===== src/rtl/bar_map_pkg.sv =====
package bar_map_pkg;

  // Bit of the ROM register that enables decoding
  localparam int ROM_EN_BIT = 0;

  // Header kind code meaning a bridge, compared with bit 7 masked off
  localparam logic [7:0] HDR_KIND_MASK  = 8'h7F;
  localparam logic [7:0] HDR_KIND_BRIDGE = 8'h01;

  // Configuration-space placement of the region registers
  localparam int         BAR_OFS_BASE   = 'h10;
  localparam int         BAR_OFS_STRIDE = 4;
  localparam logic [7:0] ROM_OFS_NORMAL = 8'h30;
  localparam logic [7:0] ROM_OFS_BRIDGE = 8'h38;

  // Strobes from control to datapath, one per region
  typedef struct packed {
    logic load;      // region register takes a new value this edge
    logic unmapSel;  // new value is the unmapped marker, not the aligned base
  } regionStrobe_t;

  function automatic logic isPow2(input logic [63:0] v);
    return (v != 64'd0) && ((v & (v - 64'd1)) == 64'd0);
  endfunction

endpackage


===== src/rtl/bar_map_datapath.sv =====
module bar_map_datapath
  import bar_map_pkg::*;
#(
  parameter int          NUM_BARS = 6,
  parameter int          ADDR_W   = 32,
  parameter longint unsigned IO_LIMIT = 64'h10000
) (
  input  logic                              clk,
  input  logic                              rstN,
  input  logic                              cmdIoEn,
  input  logic                              cmdMemEn,
  input  logic [7:0]                        headerType,
  input  logic [NUM_BARS:0][ADDR_W-1:0]     regionRaw,
  input  logic [NUM_BARS:0][ADDR_W-1:0]     regionSize,
  input  logic [NUM_BARS:0]                 regionIsIo,
  input  logic [ADDR_W-1:0]                 hitAddr,
  input  logic                              hitIsIo,
  input  regionStrobe_t [NUM_BARS:0]        strobe,
  output logic [NUM_BARS:0][ADDR_W-1:0]     alignedBase,
  output logic [NUM_BARS:0]                 regionOk,
  output logic [NUM_BARS:0][ADDR_W-1:0]     baseQ,
  output logic [NUM_BARS:0]                 regionMapped,
  output logic [NUM_BARS:0][ADDR_W-1:0]     regionWrMask,
  output logic [NUM_BARS:0][7:0]            regionCfgOffset,
  output logic [NUM_BARS:0]                 hitVec
);

  localparam int NREG    = NUM_BARS + 1;
  localparam int ROM_IDX = NUM_BARS;
  localparam logic [ADDR_W-1:0] UNMAPPED = '1;

  logic isBridge;
  assign isBridge = ((headerType & HDR_KIND_MASK) == HDR_KIND_BRIDGE);

  for (genvar g = 0; g < NREG; g++) begin : gRegion
    logic              isIo;
    logic              sizeOk;
    logic              enableOk;
    logic              romEnOk;
    logic              rangeOk;
    logic [ADDR_W-1:0] sizeMask;
    logic [ADDR_W-1:0] lastAddr;
    logic [ADDR_W-1:0] maskExtra;

    always_comb begin
      isIo      = (g == ROM_IDX) ? 1'b0 : regionIsIo[g];
      sizeOk    = isPow2(64'(regionSize[g]));
      sizeMask  = ~(regionSize[g] - {{(ADDR_W-1){1'b0}}, 1'b1});
      maskExtra = (g == ROM_IDX) ? {{(ADDR_W-1){1'b0}}, 1'b1} : '0;
      alignedBase[g] = regionRaw[g] & sizeMask;
      lastAddr  = alignedBase[g] + regionSize[g] - {{(ADDR_W-1){1'b0}}, 1'b1};
      enableOk  = isIo ? cmdIoEn : cmdMemEn;
      romEnOk   = (g != ROM_IDX) || regionRaw[g][ROM_EN_BIT];
      rangeOk   = (alignedBase[g] != '0) && (lastAddr > alignedBase[g]);
      if (isIo) begin
        rangeOk = rangeOk && (64'(lastAddr) < IO_LIMIT);
      end else begin
        rangeOk = rangeOk && (lastAddr != UNMAPPED);
      end
      regionOk[g]     = sizeOk && enableOk && romEnOk && rangeOk;
      regionWrMask[g] = sizeOk ? (sizeMask | maskExtra) : '0;
    end

    if (g == ROM_IDX) begin : gRomOfs
      assign regionCfgOffset[g] = isBridge ? ROM_OFS_BRIDGE : ROM_OFS_NORMAL;
    end else begin : gBarOfs
      assign regionCfgOffset[g] = 8'(BAR_OFS_BASE + BAR_OFS_STRIDE * g);
    end

    always_ff @(posedge clk or negedge rstN) begin
      if (!rstN) begin
        baseQ[g] <= UNMAPPED;
      end else if (strobe[g].load) begin
        baseQ[g] <= strobe[g].unmapSel ? UNMAPPED : alignedBase[g];
      end
    end

    assign regionMapped[g] = (baseQ[g] != UNMAPPED);
    assign hitVec[g] = regionMapped[g] && ((hitAddr & sizeMask) == baseQ[g])
                       && (hitIsIo == isIo);


    load_moves_base_chk: assert property (@(posedge clk) disable iff (!rstN)
      strobe[g].load |=> (baseQ[g] != $past(baseQ[g])));

    if (g == ROM_IDX) begin : gRomChk

      rom_needs_enable_chk: assert property (@(posedge clk) disable iff (!rstN)
        regionMapped[g] |-> ($past(regionRaw[g][ROM_EN_BIT]) && $past(cmdMemEn)));
    end else begin : gBarChk

      io_needs_enable_chk: assert property (@(posedge clk) disable iff (!rstN)
        (regionMapped[g] && $past(regionIsIo[g])) |-> $past(cmdIoEn));

      mem_needs_enable_chk: assert property (@(posedge clk) disable iff (!rstN)
        (regionMapped[g] && !$past(regionIsIo[g])) |-> $past(cmdMemEn));
    end
  end

endmodule


===== src/rtl/bar_map_control.sv =====
module bar_map_control
  import bar_map_pkg::*;
#(
  parameter int NUM_BARS = 6,
  parameter int ADDR_W   = 32
) (
  input  logic                          clk,
  input  logic                          rstN,
  input  logic [NUM_BARS:0][ADDR_W-1:0] alignedBase,
  input  logic [NUM_BARS:0]             regionOk,
  input  logic [NUM_BARS:0][ADDR_W-1:0] baseQ,
  output regionStrobe_t [NUM_BARS:0]    strobe,
  output logic [NUM_BARS:0]             regionMoved,
  output logic                          mapChanged
);

  localparam int NREG = NUM_BARS + 1;
  localparam logic [ADDR_W-1:0] UNMAPPED = '1;

  logic [NREG-1:0]             loadVec;
  logic [NREG-1:0][ADDR_W-1:0] target;

  for (genvar g = 0; g < NREG; g++) begin : gCmp
    always_comb begin
      target[g]          = regionOk[g] ? alignedBase[g] : UNMAPPED;
      loadVec[g]         = (target[g] != baseQ[g]);
      strobe[g].load     = loadVec[g];
      strobe[g].unmapSel = !regionOk[g];
    end
  end

  always_ff @(posedge clk or negedge rstN) begin
    if (!rstN) begin
      regionMoved <= '0;
      mapChanged  <= 1'b0;
    end else begin
      regionMoved <= loadVec;
      mapChanged  <= |loadVec;
    end
  end


  pulse_follows_load_chk: assert property (@(posedge clk) disable iff (!rstN)
    (|loadVec) |=> mapChanged);


  pulse_needs_load_chk: assert property (@(posedge clk) disable iff (!rstN)
    mapChanged |-> $past(|loadVec));


  moved_within_pulse_chk: assert property (@(posedge clk) disable iff (!rstN)
    (regionMoved != '0) |-> mapChanged);

endmodule


===== src/rtl/bar_map_decoder.sv =====
module bar_map_decoder
  import bar_map_pkg::*;
#(
  parameter int              NUM_BARS = 6,
  parameter int              ADDR_W   = 32,
  parameter longint unsigned IO_LIMIT = 64'h10000
) (
  input  logic                          clk,
  input  logic                          rstN,
  input  logic                          cmdIoEn,
  input  logic                          cmdMemEn,
  input  logic [7:0]                    headerType,
  input  logic [NUM_BARS:0][ADDR_W-1:0] regionRaw,
  input  logic [NUM_BARS:0][ADDR_W-1:0] regionSize,
  input  logic [NUM_BARS:0]             regionIsIo,
  input  logic [ADDR_W-1:0]             hitAddr,
  input  logic                          hitIsIo,
  output logic [NUM_BARS:0]             regionMapped,
  output logic [NUM_BARS:0][ADDR_W-1:0] regionBase,
  output logic [NUM_BARS:0][ADDR_W-1:0] regionWrMask,
  output logic [NUM_BARS:0][7:0]        regionCfgOffset,
  output logic [NUM_BARS:0]             regionMoved,
  output logic                          mapChanged,
  output logic [NUM_BARS:0]             hitVec
);

  regionStrobe_t [NUM_BARS:0]        strobe;
  logic [NUM_BARS:0][ADDR_W-1:0]     alignedBase;
  logic [NUM_BARS:0]                 regionOk;
  logic [NUM_BARS:0][ADDR_W-1:0]     baseQ;

  bar_map_datapath #(
    .NUM_BARS (NUM_BARS),
    .ADDR_W   (ADDR_W),
    .IO_LIMIT (IO_LIMIT)
  ) u_path (
    .clk             (clk),
    .rstN            (rstN),
    .cmdIoEn         (cmdIoEn),
    .cmdMemEn        (cmdMemEn),
    .headerType      (headerType),
    .regionRaw       (regionRaw),
    .regionSize      (regionSize),
    .regionIsIo      (regionIsIo),
    .hitAddr         (hitAddr),
    .hitIsIo         (hitIsIo),
    .strobe          (strobe),
    .alignedBase     (alignedBase),
    .regionOk        (regionOk),
    .baseQ           (baseQ),
    .regionMapped    (regionMapped),
    .regionWrMask    (regionWrMask),
    .regionCfgOffset (regionCfgOffset),
    .hitVec          (hitVec)
  );

  bar_map_control #(
    .NUM_BARS (NUM_BARS),
    .ADDR_W   (ADDR_W)
  ) u_ctrl (
    .clk         (clk),
    .rstN        (rstN),
    .alignedBase (alignedBase),
    .regionOk    (regionOk),
    .baseQ       (baseQ),
    .strobe      (strobe),
    .regionMoved (regionMoved),
    .mapChanged  (mapChanged)
  );

  assign regionBase = baseQ;


  reset_quiet_chk: assert property (@(posedge clk)
    !rstN |=> (!rstN -> (regionMapped == '0 && !mapChanged)));

endmodule


===== config.mk =====
export PLATFORM = sky130hd
export DESIGN_NAME = bar_map_decoder
export DESIGN_NICKNAME = d
export VERILOG_FILES = /design/src/rtl/bar_map_pkg.sv /design/src/rtl/bar_map_datapath.sv /design/src/rtl/bar_map_control.sv /design/src/rtl/bar_map_decoder.sv
export SDC_FILE = /design/constraint.sdc
export NUM_CORES = 2
export LEC_CHECK = 0
export CORE_AREA = 2 2 404 406
export CTS_CLUSTER_SIZE = 30
export DETAILED_ROUTE_END_ITERATION = 7
export DIE_AREA = 0 0 406 408
export DONT_BUFFER_PORTS = 1
export PLACE_DENSITY = 0.49
export SLEW_MARGIN = 20
export SYNTH_ARGS = -nofsm -noshare
export SYNTH_HDL_FRONTEND = slang
export SYNTH_SLANG_ARGS = --single-unit

===== constraint.sdc =====
create_clock -name clk -period 9.6 [get_ports clk]
set_input_delay 1.92 -clock clk [delete_from_list [all_inputs] [get_ports clk]]
set_output_delay 1.92 -clock clk [all_outputs]
set_load 0.01 [all_outputs]

# Word level (Yosys, flattened, before mapping)
# Index checks and enable logic that the tools add are counted.
[totals] regBits=232 out_inout_bits=526 elab_cells=219
[classes] n_addsub=28 order_cmp=13 eq_ne=35 mux=27 bitwise=29 reduce_logical=78
[ops] op="AND 32 bit" count=14
[ops] op="AND 32 x 64 -> 64 bit" count=7
[ops] op="logical NOT 64 bit" count=7
[ops] op="2-to-1 mux 32 bit" count=14
[ops] op="!= test 32 bit, second input constant" count=14
[ops] op="nonzero test 32 bit" count=14
[ops] op="subtractor 32 x 1 -> 32 bit, second input constant" count=14
[ops] op="subtractor 32 x 1 -> 33 bit, second input constant" count=7
[ops] op="adder 32 bit" count=7
[ops] op="== test 32 bit" count=7
[ops] op="greater-than comparator 32 bit" count=7
[ops] op="!= test 32 bit" count=7
[ops] op="inverter 32 bit" count=7
[ops] op="less-than comparator 32 x 17 -> 1 bit, second input constant" count=6
[ops] op="logical AND 1 bit" count=56
[ops] op="2-to-1 mux 1 bit" count=12
[ops] op="== test 7 x 1 -> 1 bit, second input constant" count=1
[ops] op="OR reduction 7 bit" count=1
[ops] op="== test 1 bit" count=6
[ops] op="2-to-1 mux 4 bit" count=1
[ops] op="inverter 1 bit" count=1

# Depth between registers and ports, before layout
[depth] word_depth=13 ltp_mapped=40 depth_no_buf=38

# Hierarchy
# From an unflattened synthesis, not the netlist that was laid out.
[unflattened] cells_unflattened=6733 area_unflattened_um2=48579.1
[modules_own_cells] module="bar_map_datapath" n_inst=1 cells_each=5904 area_per_inst_um2=42560.8 seq_area_each_um2=5885.6
[modules_own_cells] module="bar_map_control" n_inst=1 cells_each=829 area_per_inst_um2=6018.3 seq_area_each_um2=200.2

# Worst setup path before layout
# No wires, ideal clock.
[synth_timing] path_kind="input to register" start="input port regionSize[194] (netlist name)" end="register u_ctrl.mapChanged" setup_ns=0.134 arrival_time_ns=9.325 path_slack_ns=0.142 cell_stages=38 path_buffers=1 cell_sequence="or3_1 > or3_1 > or3_1 > or3_1 > or3_1 > nor3_1 > nand4_1 > or3_1 > or3_1 > nor2_1 > nand2_1 > ha_1 > nand2_1 > ha_1 > inv_1 > ha_1 > a21o_1 > a21oi_1 > [2 not listed] > a21oi_1 > xnor2_1 > ha_1 > nand2_1 > nor3_1 > and3_1 > nand2_1 > o221ai_1 > a21oi_1 > o21a_1 > nor2_1 > a21boi_0 > clkbuf_1 > o21ai_0 > a22oi_1 > nand4_1 > nor2_1 > nand4_1"
[synth_between] elab_chain_cells=12 elab_cells_between_ends=21
[synth_lines] element="from (decl)" line_no="bar_map_decoder.sv:14" source="input logic [NUM_BARS:0][ADDR_W-1:0] regionSize,"
[synth_lines] element="subtractor 32 x 1 -> 32 bit" line_no="bar_map_datapath.sv:48" source="sizeMask = ~(regionSize[g] - {{(ADDR_W-1){1'b0}}, 1'b1});"
[synth_lines] element="inverter 32 bit" line_no="bar_map_datapath.sv:48"
[synth_lines] element="AND 32 bit" line_no="bar_map_datapath.sv:50" source="alignedBase[g] = regionRaw[g] & sizeMask;"
[synth_lines] element="adder 32 bit" line_no="bar_map_datapath.sv:51" source="lastAddr = alignedBase[g] + regionSize[g] - {{(ADDR_W-1){1'b0}}, 1'b1};"
[synth_lines] element="subtractor 32 x 1 -> 32 bit" line_no="bar_map_datapath.sv:51"
[synth_lines] element="greater-than comparator 32 bit" line_no="bar_map_datapath.sv:54" source="rangeOk = (alignedBase[g] != '0) && (lastAddr > alignedBase[g]);"
[synth_lines] element="logical AND 1 bit" line_no="bar_map_datapath.sv:54"
[synth_lines] element="logical AND 1 bit" line_no="bar_map_datapath.sv:58" source="rangeOk = rangeOk && (lastAddr != UNMAPPED);"
[synth_lines] element="logical AND 1 bit" line_no="bar_map_datapath.sv:60" source="regionOk[g] = sizeOk && enableOk && romEnOk && rangeOk;"
[synth_lines] element="2-to-1 mux 32 bit (*)" line_no="bar_map_control.sv:25" source="target[g] = regionOk[g] ? alignedBase[g] : UNMAPPED;"
[synth_lines] element="!= test 32 bit (*)" line_no="bar_map_control.sv:26" source="loadVec[g] = (target[g] != baseQ[g]);"
[synth_lines] element="OR reduction 7 bit (*)" line_no="bar_map_control.sv:38" source="mapChanged <= |loadVec;"
[synth_lines] element="to (signal assigned)" line_no="bar_map_control.sv:38"
[synth_lines] element="to (decl)" line_no="bar_map_control.sv:14" source="output logic mapChanged"
# Mark *: on every way between the ends. The rest lies on a longest branch, timed or not.
# A chain may end at the register's enable or synchronous reset.

# Worst setup path after layout
# Ends and elaborated chain as after synthesis.

==> metrics.md <==
| Metric | Value |
|---|---|
| Status | finished clean |
| Most frequent cells in the layout | nand2_1, ha_1, buf_4 |
| Worst Hold Launch | u_path.baseQ[76] |
| Die Wd | 406 um |
| VDD IR max | 0.1121 mV |
| Reg2reg start | u_path.baseQ[159] |
| # port buffers | 0 |
| Synth Instances | 6,449 |
| Mean Syn Cell Area | 7.316 um^2 |
| Critical Path RT | 10,060 ps |
| Post-synthesis cell type count | 97 |
| Layout net count | 8,476 |
| Fin. max-slew vios | 0 |
| Hold worst-path end | u_ctrl.regionMoved[2] |
| Die area | 165,600 um^2 |
| # setup viols final | 0 |
| CP max stage cell | or3_4 |
| 1st-pass router iterations | 6 |
| I/O pin count | 1,026 |
| CTS tree | built |
| CP Max Fanout | 9 |
| Register bit total from synthesis | 232 |
| Layout cells sized above 1 | 17.40% |
| Most common cell after layout, fill and taps aside | nand2_1 |
| FMAX | 106.0 MHz |
| Arr. time, crit path | 9890 ps |
| Worst reg2reg path endpoint | u_ctrl.mapChanged |
| Most used cell, CP | or3_4 |
| Clock Pin Slew Worst Setup and Hold Paths | 70 ps |
| Ys async rst share | 100.0% |
| # DRC | 0 |
| Max incr delay on CP | 470 ps |
| Post-synthesis sequential area ratio | 12.90% |
| Buffers & Inverters on Critical Path | 4 |
| Final Instance Area | 57,430 um^2 |
| Final HPWL from detailed placement | 230,100 um |
| Skew-Pair Late Insertion Delay | 600 ps |
| Core area | 161,700 um^2 |
| Layout Skew | 21.80 ps |
| Worst Setup Start Kind | primary input |
| Max transition margin | 32.38% |
| H-tree depth | 2 |
| Pwr Density | 108.6 nW/um^2 |
| Placed Area | 55,200 um^2 |
| Total GRT Usage | 31.67% |
| Initial antenna violation count | 40 |
| Vias in the first global route | 51,230 |
| Clock sink count | 232 |
| Via count | 54,140 |
| Die Ht | 408 um |
| Lkg Pwr | 25.69 nW |
| Min-Delay Path Class | flip-flop to flip-flop |
| CP endpoint kind | flip-flop |
| Antenna Nets Post-Route | 0 |
| GRT overflow | 0 |
| First-pass GRT wire length | 379,500 um |
| Reg area | 6086 um^2 |
| Initial Utilization | 29.19% |
| Tmin final | 9436 ps |
| Post-synth EDFFs | 0 |
| Area of the multi-input gates | 38,670 um^2 |
| Worst Max-Slew Pin Slew | 1005 ps |
| Total of fill cells in the finished design | 17,450 |
| Sequential fraction of design power | 15.8% |
| R2R Setup Slk | 6000 ps |
| Finished Core Util | 35.52% |
| Fin. Hold Viols | 0 |
| Internal | 0.003452 W |
| Clock Tree Root | clkbuf_16 |
| Prevailing post-synth register cell | dfstp_2 |
| Clk network pwr share | 21.4% |
| Reg2Reg Depth | 14 |
| Hold_buf cts | 0 |
| Crit share post-route | 98.29% |
| Hold path cells | 3 |
| Combinational Power Share | 62.8% |
| Synthesized cell area | 47,180 um^2 |
| RSZ-0062 raised after global routing | yes |
| DRT iter0 DRCs | 4,926 |
| Clock buffer count from CTS | 34 |
| RD Place Congestion | 1.025 |
| Layout area overhead | 21.72% |
| Clk buf depth | 3 |
| Crit-path leading delay family | simple AND/OR/NAND/NOR gates |
| Critical path class | primary input to flip-flop |
| Final wirelength | 276,100 um |
| Switch share | 44.65% |
| Pin count of the biggest net entering global routing | 233 |
| Core Rows | 148 |
| Avg WL per Cell | 29.16 um |
| Syn. warnings | 0 |
| Max Cap Violations | 0 |
| Switching power | 0.002785 W |
| Vias per inst | 5.719 |
[logic make-up after synthesis]
| family | share of synthesized area (%) |
|---|---|
| fa+ha+maj | 22.06 |
| mux | 0.9679 |
| compound gates | 16.62 |
| simple gates | 30.22 |
| xor+xnor | 10.19 |
| buf+inv | 7.017 |
| flops | 12.90 |
| other cells | 0.01592 |
[tightest hold or removal path, cell delays in order (launching register included)]
cell	delay, ps
dfstp_2	440
nand3_1	90
a211oi_1	80
nand3_1	70
[through the flow]
stage               total power (W)  setup WS (ps)  hold WS [ps]  setup TNS [ps]  cells
finish                     0.006237          164.1         724.8               0   9468
global route               0.006697         -79.12         755.2          -79.12   9432
CTS                        0.006128          53.09         728.9               0   9328
detailed placement         0.004750         -590.1         717.9           -1628   9267
global placement           0.004715         -559.0         720.0           -1678   9267
floorplan                  0.003408          141.7         604.1               0   6502
[Yosys cell counts (16+ instances only)]
cell | n | share of area (%)
nand2_1 | 1033 | 8.2
ha_1 | 820 | 22
inv_1 | 622 | 4.9
xnor2_1 | 362 | 6.7
a21oi_1 | 340 | 3.6
nand4_1 | 296 | 3.9
nor2_1 | 289 | 2.3
and2_1 | 259 | 3.4
o21ai_0 | 233 | 2.5
dfstp_2 | 224 | 12
xor2_1 | 182 | 3.4
nor4_1 | 172 | 2.3
nand3_1 | 156 | 1.7
a21o_1 | 119 | 1.9
clkbuf_1 | 118 | 0.94
nor3_1 | 113 | 1.2
or3_1 | 64 | 0.85
buf_4 | 58 | 0.92
nand2b_1 | 55 | 0.73
a211oi_1 | 53 | 0.84
and3_1 | 50 | 0.66
o211ai_1 | 50 | 0.80
nor4bb_1 | 46 | 0.98
and4_1 | 44 | 0.82
o21a_1 | 44 | 0.70
nor3b_1 | 42 | 0.67
a31oi_1 | 41 | 0.54
mux2i_1 | 40 | 0.85
or4_1 | 37 | 0.59
nor2b_1 | 36 | 0.48
a2111oi_0 | 33 | 0.61
o22ai_1 | 33 | 0.44
o21bai_1 | 29 | 0.46
a221oi_1 | 21 | 0.39
nand3b_1 | 20 | 0.32
a22oi_1 | 16 | 0.25
or2_2 | 16 | 0.21
[state kept, by name, summed over array words and instances, names as in the netlist]
name                flops
u_ctrl.regionMoved      7
u_ctrl.mapChanged       1
u_path.baseQ          224
[what timing repair did]
item,4_1_cts,5_1_grt
hold endpoints to repair,0,0
gates resized for setup,0,132
setup buffers,0,19
endpoints found under the setup margin,0,4
[layout make-up]
type                       count  area share (%)
tap                         2175           4.739
clock inverter                11          0.2353
antenna                      119          0.5185
clock buffer                  50           1.691
multi-input combinational   5451           67.33
inverter                     622           4.065
timing repair buffer         808           10.82
sequential                   232           10.60
[worst max-delay path by stage]
stage | from | end | cells after the start
6_report | regionSize[194] | u_ctrl.mapChanged | 40
5_1_grt | regionSize[194] | u_ctrl.mapChanged | 40
4_1_cts | regionSize[160] | u_ctrl.mapChanged | 38
3_5_place_dp | regionSize[194] | u_ctrl.mapChanged | 40
3_3_place_gp | regionSize[194] | u_ctrl.mapChanged | 40
2_1_floorplan | regionSize[194] | u_ctrl.mapChanged | 38
[power by group through the flow]
stage	clock network [W]	logic, W	registers (W)
floorplan	0	0.00241	0.000997
global placement	0	0.00372	0.000997
detailed placement	0	0.00375	0.000997
CTS	0.00136	0.00378	0.000983
global route	0.00139	0.00433	0.000983
finish	0.00133	0.00392	0.000983
[layer usage]
metal / part of all wire, % / vias to the layer above / track usage [%]
li1: - / 24590 / -
met1: 38 / 26150 / 36.78
met2: 44 / 2750 / 49.34
met3: 11 / 634 / 10.79
met4: 6.7 / 20 / 20.66
met5: 0.052 / - / 0
(Power assumes the default switching activity.)
